--- src/rtl/fan_tach_pkg.sv ---
package fan_tach_pkg;
  typedef enum logic [1:0] {
    KIND_COUNT  = 2'd0,
    KIND_THRESH = 2'd1,
    KIND_STATUS = 2'd2,
    KIND_NONE   = 2'd3
  } reg_kind_e;

  localparam int STAT_VALID = 0;
  localparam int STAT_FLAGS = 1;
  localparam int STAT_MASK  = 2;
endpackage

--- src/rtl/fan_tach_edge.sv ---
module fan_tach_edge #(
  parameter int NUM_FANS = 8
) (
  input  logic                clk,
  input  logic                rst_n,
  input  logic [NUM_FANS-1:0] tach_in,
  output logic [NUM_FANS-1:0] rise_o
);
  for (genvar g = 0; g < NUM_FANS; g++) begin : g_lane
    logic meta_q, sync_q, prev_q;
    always_ff @(posedge clk) begin
      if (!rst_n) begin
        meta_q <= 1'b0;
        sync_q <= 1'b0;
        prev_q <= 1'b0;
      end else begin
        meta_q <= tach_in[g];
        sync_q <= meta_q;
        prev_q <= sync_q;
      end
    end
    assign rise_o[g] = sync_q & ~prev_q;
  end
endmodule

--- src/rtl/fan_tach_seq.sv ---
module fan_tach_seq #(
  parameter int NUM_FANS      = 8,
  parameter int CNT_W         = 16,
  parameter int WINDOW_CYCLES = 200_000_000,
  parameter int FAN_W         = $clog2(NUM_FANS)
) (
  input  logic                clk,
  input  logic                rst_n,
  input  logic [NUM_FANS-1:0] rise_i,
  output logic                done_o,
  output logic [FAN_W-1:0]    fan_o,
  output logic [CNT_W-1:0]    count_o
);
  localparam int TW = (WINDOW_CYCLES > 2) ? $clog2(WINDOW_CYCLES) : 1;
  localparam logic [TW-1:0]    TMR_LAST = TW'(WINDOW_CYCLES - 1);
  localparam logic [FAN_W-1:0] LAST_FAN = FAN_W'(NUM_FANS - 1);
  localparam logic [CNT_W-1:0] CNT_MAX  = '1;

  logic [TW-1:0]    tmr_q;
  logic [CNT_W-1:0] cnt_q, cnt_nxt;
  logic [FAN_W-1:0] sel_q;
  logic             edge_sel, last;

  always_comb begin
    edge_sel = rise_i[sel_q];
    cnt_nxt  = (edge_sel && cnt_q != CNT_MAX) ? cnt_q + 1'b1 : cnt_q;
    last     = (tmr_q == TMR_LAST);
  end

  always_ff @(posedge clk) begin
    if (!rst_n) begin
      tmr_q <= '0;
      cnt_q <= '0;
      sel_q <= '0;
    end else if (last) begin
      tmr_q <= '0;
      cnt_q <= '0;
      sel_q <= (sel_q == LAST_FAN) ? '0 : sel_q + 1'b1;
    end else begin
      tmr_q <= tmr_q + 1'b1;
      cnt_q <= cnt_nxt;
    end
  end

  assign done_o  = last;
  assign fan_o   = sel_q;
  assign count_o = cnt_nxt;

  AST_SEL_IN_RANGE: assert property (@(posedge clk) disable iff (!rst_n)
    sel_q <= LAST_FAN);
  AST_SCAN_ORDER: assert property (@(posedge clk) disable iff (!rst_n)
    done_o |=> fan_o == (($past(fan_o) == LAST_FAN) ? '0 : $past(fan_o) + 1'b1));
  AST_NO_WRAP: assert property (@(posedge clk) disable iff (!rst_n)
    (cnt_q == CNT_MAX && !done_o) |=> cnt_q == CNT_MAX);
endmodule

--- src/rtl/fan_tach_bank.sv ---
module fan_tach_bank #(
  parameter int NUM_FANS = 8,
  parameter int CNT_W    = 16,
  parameter int FAN_W    = $clog2(NUM_FANS)
) (
  input  logic                clk,
  input  logic                rst_n,
  input  logic                done_i,
  input  logic [FAN_W-1:0]    fan_i,
  input  logic [CNT_W-1:0]    count_i,
  input  logic                thr_we_i,
  input  logic [FAN_W-1:0]    thr_idx_i,
  input  logic [CNT_W-1:0]    thr_val_i,
  input  logic                clr_we_i,
  input  logic [NUM_FANS-1:0] clr_bits_i,
  output logic [CNT_W-1:0]    result_o [NUM_FANS],
  output logic [CNT_W-1:0]    thr_o    [NUM_FANS],
  output logic [NUM_FANS-1:0] valid_o,
  output logic [NUM_FANS-1:0] flag_o
);
  logic [CNT_W-1:0]    result_q [NUM_FANS];
  logic [CNT_W-1:0]    thr_q    [NUM_FANS];
  logic [NUM_FANS-1:0] valid_q, flag_q, flag_nxt;
  logic                slow;

  always_comb begin
    slow     = done_i && (count_i < thr_q[fan_i]);
    flag_nxt = clr_we_i ? (flag_q & ~clr_bits_i) : flag_q;
    if (slow) flag_nxt[fan_i] = 1'b1;
  end

  always_ff @(posedge clk) begin
    if (!rst_n) begin
      for (int i = 0; i < NUM_FANS; i++) begin
        result_q[i] <= '0;
        thr_q[i]    <= '0;
      end
      valid_q <= '0;
      flag_q  <= '0;
    end else begin
      if (done_i) begin
        result_q[fan_i] <= count_i;
        valid_q[fan_i]  <= 1'b1;
      end
      if (thr_we_i) thr_q[thr_idx_i] <= thr_val_i;
      flag_q <= flag_nxt;
    end
  end

  assign result_o = result_q;
  assign thr_o    = thr_q;
  assign valid_o  = valid_q;
  assign flag_o   = flag_q;

  AST_VALID_STICKS: assert property (@(posedge clk) disable iff (!rst_n)
    1'b1 |=> (valid_q & $past(valid_q)) == $past(valid_q));
  AST_SLOW_FLAGS: assert property (@(posedge clk) disable iff (!rst_n)
    (done_i && (count_i < thr_q[fan_i])) |=> flag_q[$past(fan_i)]);
  AST_ZERO_THR_QUIET: assert property (@(posedge clk) disable iff (!rst_n)
    (done_i && thr_q[fan_i] == '0 && !flag_q[fan_i]) |=> !flag_q[$past(fan_i)]);
endmodule

--- src/rtl/fan_tach_mon.sv ---
module fan_tach_mon #(
  parameter int NUM_FANS      = 8,
  parameter int CNT_W         = 16,
  parameter int DATA_W        = 16,
  parameter int WINDOW_CYCLES = 200_000_000,
  parameter int FAN_W         = $clog2(NUM_FANS),
  parameter int AW            = FAN_W + 2
) (
  input  logic                clk,
  input  logic                rst_n,
  input  logic [NUM_FANS-1:0] tach_in,
  input  logic                wr_en,
  input  logic [AW-1:0]       wr_addr,
  input  logic [DATA_W-1:0]   wr_data,
  input  logic [AW-1:0]       rd_addr,
  output logic [DATA_W-1:0]   rd_data,
  output logic                irq
);
  import fan_tach_pkg::*;

  logic [NUM_FANS-1:0] rise;
  logic                done;
  logic [FAN_W-1:0]    fan_sel;
  logic [CNT_W-1:0]    count;
  logic [CNT_W-1:0]    result [NUM_FANS];
  logic [CNT_W-1:0]    thr    [NUM_FANS];
  logic [NUM_FANS-1:0] valid, flags, mask_q;
  reg_kind_e           wr_kind, rd_kind;
  logic [FAN_W-1:0]    wr_idx, rd_idx;
  logic                thr_we, clr_we, mask_we, wr_unused;

  fan_tach_edge #(.NUM_FANS(NUM_FANS)) u_edge (
    .clk(clk), .rst_n(rst_n), .tach_in(tach_in), .rise_o(rise));

  fan_tach_seq #(.NUM_FANS(NUM_FANS), .CNT_W(CNT_W),
                 .WINDOW_CYCLES(WINDOW_CYCLES), .FAN_W(FAN_W)) u_seq (
    .clk(clk), .rst_n(rst_n), .rise_i(rise),
    .done_o(done), .fan_o(fan_sel), .count_o(count));

  always_comb begin
    wr_kind = reg_kind_e'(wr_addr[AW-1 -: 2]);
    wr_idx  = wr_addr[FAN_W-1:0];
    thr_we  = wr_en && wr_kind == KIND_THRESH;
    clr_we  = wr_en && wr_kind == KIND_STATUS && wr_idx == FAN_W'(STAT_FLAGS);
    mask_we = wr_en && wr_kind == KIND_STATUS && wr_idx == FAN_W'(STAT_MASK);
  end
  assign wr_unused = ^wr_data;

  fan_tach_bank #(.NUM_FANS(NUM_FANS), .CNT_W(CNT_W), .FAN_W(FAN_W)) u_bank (
    .clk(clk), .rst_n(rst_n),
    .done_i(done), .fan_i(fan_sel), .count_i(count),
    .thr_we_i(thr_we), .thr_idx_i(wr_idx), .thr_val_i(wr_data[CNT_W-1:0]),
    .clr_we_i(clr_we), .clr_bits_i(wr_data[NUM_FANS-1:0]),
    .result_o(result), .thr_o(thr), .valid_o(valid), .flag_o(flags));

  always_ff @(posedge clk) begin
    if (!rst_n)       mask_q <= '0;
    else if (mask_we) mask_q <= wr_data[NUM_FANS-1:0];
  end

  assign irq = |(flags & mask_q);

  always_comb begin
    rd_kind = reg_kind_e'(rd_addr[AW-1 -: 2]);
    rd_idx  = rd_addr[FAN_W-1:0];
    rd_data = '0;
    unique case (rd_kind)
      KIND_COUNT:  rd_data = DATA_W'(result[rd_idx]);
      KIND_THRESH: rd_data = DATA_W'(thr[rd_idx]);
      KIND_STATUS: begin
        if (rd_idx == FAN_W'(STAT_VALID))      rd_data = DATA_W'(valid);
        else if (rd_idx == FAN_W'(STAT_FLAGS)) rd_data = DATA_W'(flags);
        else if (rd_idx == FAN_W'(STAT_MASK))  rd_data = DATA_W'(mask_q);
      end
      default:     rd_data = '0;
    endcase
  end

  AST_IRQ_NEEDS_MASK: assert property (@(posedge clk) disable iff (!rst_n)
    (mask_q == '0) |-> !irq);
  AST_CLEAR_TAKES: assert property (@(posedge clk) disable iff (!rst_n)
    (clr_we && !done) |=> ((flags & $past(wr_data[NUM_FANS-1:0])) == '0));
endmodule

--- config.mk ---
export PLATFORM = sky130hd
export DESIGN_NAME = fan_tach_mon
export DESIGN_NICKNAME = d
export VERILOG_FILES = /design/src/rtl/fan_tach_pkg.sv /design/src/rtl/fan_tach_edge.sv /design/src/rtl/fan_tach_seq.sv /design/src/rtl/fan_tach_bank.sv /design/src/rtl/fan_tach_mon.sv
export SDC_FILE = /design/constraint.sdc
export NUM_CORES = 1
export LEC_CHECK = 0
export ABC_AREA = 1
export ABC_CLOCK_PERIOD_IN_PS = 3700
export BUFFER_PORTS_ARGS = -buffer_cell sky130_fd_sc_hd__buf_2
export CORE_UTILIZATION = 45
export CTS_BUF_LIST = sky130_fd_sc_hd__clkbuf_2 sky130_fd_sc_hd__clkbuf_4 sky130_fd_sc_hd__clkbuf_8
export DETAILED_ROUTE_END_ITERATION = 8
export PLACE_DENSITY_LB_ADDON = 0.25
export SLEW_MARGIN = 10
export SYNTH_ARGS = -nofsm -noshare
export SYNTH_HDL_FRONTEND = slang
export SYNTH_SLANG_ARGS = --single-unit
--- constraint.sdc ---
create_clock -name clk -period 3.7 [get_ports clk]
set_clock_uncertainty 0.05 [all_clocks]
set_input_delay 0.37 -clock clk [delete_from_list [all_inputs] [get_ports clk]]
set_output_delay 0.37 -clock clk [all_outputs]
set_load 0.005 [all_outputs]
# After elaboration in Yosys (flattened, before gate mapping)
# Cells that the tools add are included.
word_totals:
  ff_bits: 351
  latch_bits: 0
  ram_bits: 0
  rom_bits: 0
  out_inout_bits: 17
  elab_cells: 133
  mem_count: 0
op_classes:
  n_addsub: 3
  mul: 0
  n_div: 0
  magnitude_cmp: 8
  n_eq_ne: 11
  n_shift: 0
  n_mux: 27
  bitwise_logic: 25
  reduce_logical: 13
op_table:
  columns: ["operator", "count"]
  rows:
  - ["$bwmux W128", 2]
  - ["$bmux W16 S3", 3]
  - ["$mux W16", 9]
  - ["$demux W16 S3", 2]
  - ["$pmux W16 S3", 1]
  - ["$mux W8", 5]
  - ["$add A28 B1 Y28 const B", 1]
  - ["$eq A28 B28 Y1 const B", 1]
  - ["$add A16 B1 Y16 const B", 1]
  - ["$and A8 B8 Y8", 2]
  - ["$lt A16 B16 Y1", 1]
  - ["$ne A16 B16 Y1 const B", 1]
  - ["$or A8 B8 Y8", 2]
  - ["$ge A4 B4 Y1 const B", 3]
  - ["$not A3 Y4", 3]
  - ["$logic_and A1 B1 Y1", 9]
  - ["$not A1 Y1", 9]
  - ["$and A1 B1 Y1", 8]
  - ["$lt A4 B1 Y1 const B", 2]
  - ["$not A8 Y8", 1]
  - ["$reduce_or A8 Y1", 1]
  - ["$eq A3 B1 Y1 const B", 2]
  - ["$eq A3 B2 Y1 const B", 2]
  - ["$eq A2 B1 Y1 const B", 2]
  - ["other kinds (12)", 14]

# Depth between registers and ports, before layout
logic_depth:
  ltp_word: 9
  ltp_mapped: 21
  ltp_nobuf: 19

# Hierarchy
# A second synthesis with hierarchy kept.
hier_totals:
  hier_cells: 2687
  hier_area_um2: 17549.3
modules_own_cells:
  columns: ["module", "instances", "cells_each", "area_each_um2", "seq_area_each_um2"]
  rows:
  - ["fan_tach_bank", 1, 1468, 10725.3, 5445.2]
  - ["fan_tach_mon", 1, 697, 3199.3, 160.2]
  - ["fan_tach_seq", 1, 432, 2881.5, 940.9]
  - ["fan_tach_edge", 1, 90, 743.2, 480.5]

# Least setup slack after synthesis
# Ideal clock, no wire load.
synth_timing:
  path_kind: "register to register"
  from: "register u_seq.cnt_q[0]"
  to: "register u_bank.flag_q[0] (netlist: u_bank.flag_o[0])"
  setup_ns: 0.070
  arrival_ns: 3.133
  slack_ns: 0.446
  stages_incl_launch_ff: 19
  path_buffers: 0
  period_less_slack_ns: 3.254
  cell_sequence: "dfxtp_1 -> ha_1 -> inv_1 -> nor2_1 -> nand4_1 -> nand3_4 -> nor3_4 -> nand4_2 -> nor3_4 -> xor2_4 -> inv_1 -> ha_1 -> nand2_1 -> inv_1 -> a221oi_1 -> o21ai_0 -> a31oi_1 -> nand3_1 -> a21oi_1"
synth_via:
  elab_chain_len: 6
  elab_cells_between_ends: 7
  cone_classes: "1 x add/sub; 1 x order compare; 1 x eq/ne; 2 x mux; 2 x reduce/logical"
synth_rtl:
  columns: ["element", "line_no", "text"]
  rows:
  - ["from (decl)", "fan_tach_seq.sv:20", "logic [CNT_W-1:0] cnt_q, cnt_nxt;"]
  - ["from (signal assigned)", "fan_tach_seq.sv:41", "cnt_q <= cnt_nxt;"]
  - ["branches (longest 2 deep; another with $add A16 B1 Y16)", null, null]
  - ["$mux W16 (*)", "fan_tach_seq.sv:26", "cnt_nxt = (edge_sel && cnt_q != CNT_MAX) ? cnt_q + 1'b1 : cnt_q;"]
  - ["via count[14]", "fan_tach_mon.sv:24", "logic [CNT_W-1:0] count;"]
  - ["$lt A16 B16 Y1 (*)", "fan_tach_bank.sv:27", "slow = done_i && (count_i < thr_q[fan_i]);"]
  - ["$logic_and A1 B1 Y1 (*)", "fan_tach_bank.sv:27", null]
  - ["$mux W8 (*)", "fan_tach_bank.sv:29", "if (slow) flag_nxt[fan_i] = 1'b1;"]
  - ["to (signal assigned)", "fan_tach_bank.sv:46", "flag_q <= flag_nxt;"]
  - ["to (decl)", "fan_tach_bank.sv:23", "logic [NUM_FANS-1:0] valid_q, flag_q, flag_nxt;"]
# Mark *: on every way through the listed nets, which the timed path passes.
# A chain may end at the register's enable or synchronous reset.

# Worst setup path after layout
layout_timing:
  from: "register u_seq.cnt_q[0]"
  to: "register u_bank.flag_q[6] (netlist: u_bank.flag_o[6])"
# Same word-level chain as after synthesis.

==> flow_summary.json <==
{
  "hold_violations": 0,
  "hold_class": "in2reg",
  "h-tree-depth": 2,
  "grt_max_degree": 248,
  "synth.yosys.seq_area_share_pct": 43.8,
  "dieWidth_um": 191,
  "synth-seq-cells": 351,
  "n_antenna_cell": 0,
  "synth_area_um2": 16000,
  "via_per_inst": 5.76,
  "status": "completed",
  "crit_path_cell_trace": "ha_1 -> inv_1 -> nor2_1 -> nand4_1 -> nand3_4 -> nor3_4 -> nand4_2 -> nor3_4 -> xor2_4 -> inv_1 -> ha_1 -> nand2_1 -> inv_1 -> a221oi_1 -> o21ai_0 -> a31oi_1 -> buf_4 -> nand3_1 -> a21oi_1",
  "min_from": "wr_data[15]",
  "clk_pin_slew_ps": 60,
  "worst_pin_slew_ps": 964,
  "end_kind": "flip-flop",
  "slew_violations": 0,
  "clockBufferDepth": 3,
  "cap_violations": 0,
  "clk_latency_ps": 660,
  "worstSetupStartpoint": "u_seq.cnt_q[0]",
  "drive_gt1_share_pct": 12.1,
  "antenna_found_initial": 1,
  "total_power_mw": 8.00,
  "fp.dieH_um": 191,
  "dieArea_um2": 36400,
  "peakVddDrop_v": 0.000366,
  "synth_edf_count": 0,
  "port_buffers": 53,
  "initial_core_util_pct": 46.1,
  "p_leak_nw": 7.49,
  "drtPass1Iterations": 6,
  "worstPathArrival_ps": 3970,
  "row_count": 68,
  "clkSinkCount": 351,
  "ys_warn_count": 0,
  "final_common_cell": "o21ai_0",
  "finalSetupTns_ps": 0,
  "min_period_ps": 3450,
  "core_area_um2": 34800,
  "ant_nets": 0,
  "cp_num_buf_inv": 4,
  "yosysUniqueCellTypes": 53,
  "min_period_over_period_pct": 93.2,
  "cellPowerDensity_nw_per_um2": 438,
  "routedWlPerCell_um": 19.4,
  "n_fill_cell": 3366,
  "finalSetupViolations": 0,
  "fin_nets": 2261,
  "syn_nets": 2207,
  "gp_congestion": 0.905,
  "postSynthAreaPerCell_um2": 7.46,
  "start_kind": "flip-flop",
  "multiInputGateArea_um2": 7410,
  "path_class": "reg2reg",
  "cp_slowest_cell": "dfxtp_1",
  "overflow": 0,
  "tritoncts.num_buffers": 58,
  "vias": 15578,
  "critPathMaxFanout": 11,
  "grt_pass1_wl_um": 80600,
  "cts_root_buffer": "clkbuf_8",
  "grtUsageTotal_pct": 28.7,
  "wl_um": 52500,
  "worst-r2r-setup-slack_ps": 250,
  "drc": 0,
  "cts_tree": "done",
  "ios": 54,
  "cp_common_cell": "inv_1",
  "grt_pass1_vias": 14345,
  "slowest_delay_ps": 340,
  "reg2reg_from": "u_seq.cnt_q[0]",
  "slew_headroom_pct": 35.8,
  "final_cell_mix": "o21ai_0 (368), dfxtp_1 (350), inv_1 (269), a21oi_1 (265), nand2_1 (200)",
  "dpl.hpwl_um": 32600,
  "fmax_ghz": 0.290,
  "rsz0062_at_grt": "false",
  "synthCells": 2151,
  "ys_async_sr_fraction_pct": 0,
  "drt_iter0_markers": 1652,
  "critPathTopFamily": "simple AND/OR/NAND/NOR gates",
  "regArea_um2": 7030,
  "crit_required_ps": 4220,
  "area_delta_synth_final_pct": 13.8,
  "synth_ff_type": "dfxtp_1"
}
layout make-up:
class / instances / share of cell area (%)
Clock buffer: 98 / 6.56
Clock inverter: 8 / 0.397
Inverter: 288 / 5.95
Multi-Input combinational cell: 1378 / 40.5
Sequential cell: 351 / 38.5
Tap cell: 455 / 3.12
Timing Repair Buffer: 128 / 4.97
kinds of logic (layout without fill, tap and decap cells):
logic type / Yosys count / after routing / share of synthesized area [%]
compound gates: 816 / 816 / 28.9
simple gates: 524 / 524 / 14.5
flops: 351 / 351 / 43.8
buf+inv: 422 / 522 / 10.2
fa+ha+maj: 19 / 19 / 1.48
xor+xnor: 19 / 19 / 1.15
cells in the mapped netlist (2+ instances only):
master	number	share of area, %
inv_2	5	0.12
ha_1	19	1.5
buf_1	9	0.21
a22oi_1	17	0.80
nor2_1	197	4.6
nand2_2	4	0.16
xnor2_1	7	0.38
o221ai_1	36	2.0
o2111ai_1	7	0.38
a31o_2	2	0.11
a221oi_1	50	2.7
nand3b_1	2	0.094
o22ai_1	22	0.86
clkbuf_1	107	2.5
o211ai_1	37	1.7
clkinv_1	13	0.30
nand3_2	4	0.25
a21oi_1	265	8.3
dfxtp_1	351	44
nand3_1	58	1.8
buf_2	13	0.41
o21ai_0	368	11
buf_6	2	0.14
nor2_2	13	0.51
inv_1	269	6.3
a211oi_1	5	0.23
buf_4	3	0.14
nor3_4	2	0.20
nand2_1	200	4.7
nor2_4	9	0.63
nor3_1	9	0.28
nand4_1	13	0.51
xor2_1	11	0.60
nor4_2	2	0.16
nor4_1	2	0.078
path summary, 6_finish.rpt:
| check | end | cells past startpoint |
|---|---|---|
| setup / recovery | u_bank.flag_o[6] | 19 |
| hold / removal | u_bank.thr_o[95] | 3 |
| setup reg to reg | u_bank.flag_o[6] | 19 |
| hold reg to reg | u_edge.g_lane[6].sync_q | 2 |
worst min-delay path: cells and delay by family:
| family | cells | cell delay [ps] |
|---|---|---|
| buffers and inverters | 1 | 150 |
| AND/OR/NAND/NOR | 2 | 160 |
flip-flops by register name (all words and copies together), names as in the netlist:
signal                cells
mask_q                    8
u_edge.g_lane.sync_q      8
u_seq.cnt_q              16
u_seq.tmr_q              28
u_bank.thr_o            128
u_edge.g_lane.prev_q      8
u_bank.valid_o            8
u_edge.g_lane.meta_q      8
u_bank.flag_o             8
u_seq.fan_o               3
u_bank.result_o         128
per-stage QoR:
stage               std cells  hold slack, ps  setup WS, ps  area [um2]  utilization (%)
floorplan                2151             340           446       16000                -
detailed placement       2583             354           191       16800             48.4
finish                   2706            31.7           252       18300             52.5
CTS                      2703            2.36           160       18200             52.4
global route             2706            20.4          3.74       18300             52.5
global placement         2583             343           258       16800             48.4
report_power, final:
group	internal, mW	total [mW]	switching [mW]	leakage [nW]
Sequential	3.81	3.83	0.0200	2.83
Clock	2.10	3.69	1.59	0.685
Combinational	0.137	0.477	0.339	3.97
timing repair:
| item | CTS | global route |
|---|---|---|
| buffers inserted | 0 | 3 |
| endpoints found under the hold margin | 21 | 0 |
| hold buffers | 14 | 0 |
| endpoints found under the setup margin | 0 | 8 |
| resized for setup | 0 | 1 |
per-layer routing:
metal / vias to the layer above / global-route usage, % / part of all wire [%]
met1: 7227 / 38.2 / 43
met3: 137 / 5.70 / 8.9
met4: 2 / 11.8 / 3.6
met2: 760 / 45.2 / 45
li1: 7452 / - / -
met5: - / 0 / 0.023
Power figures use the tool's default switching activity.
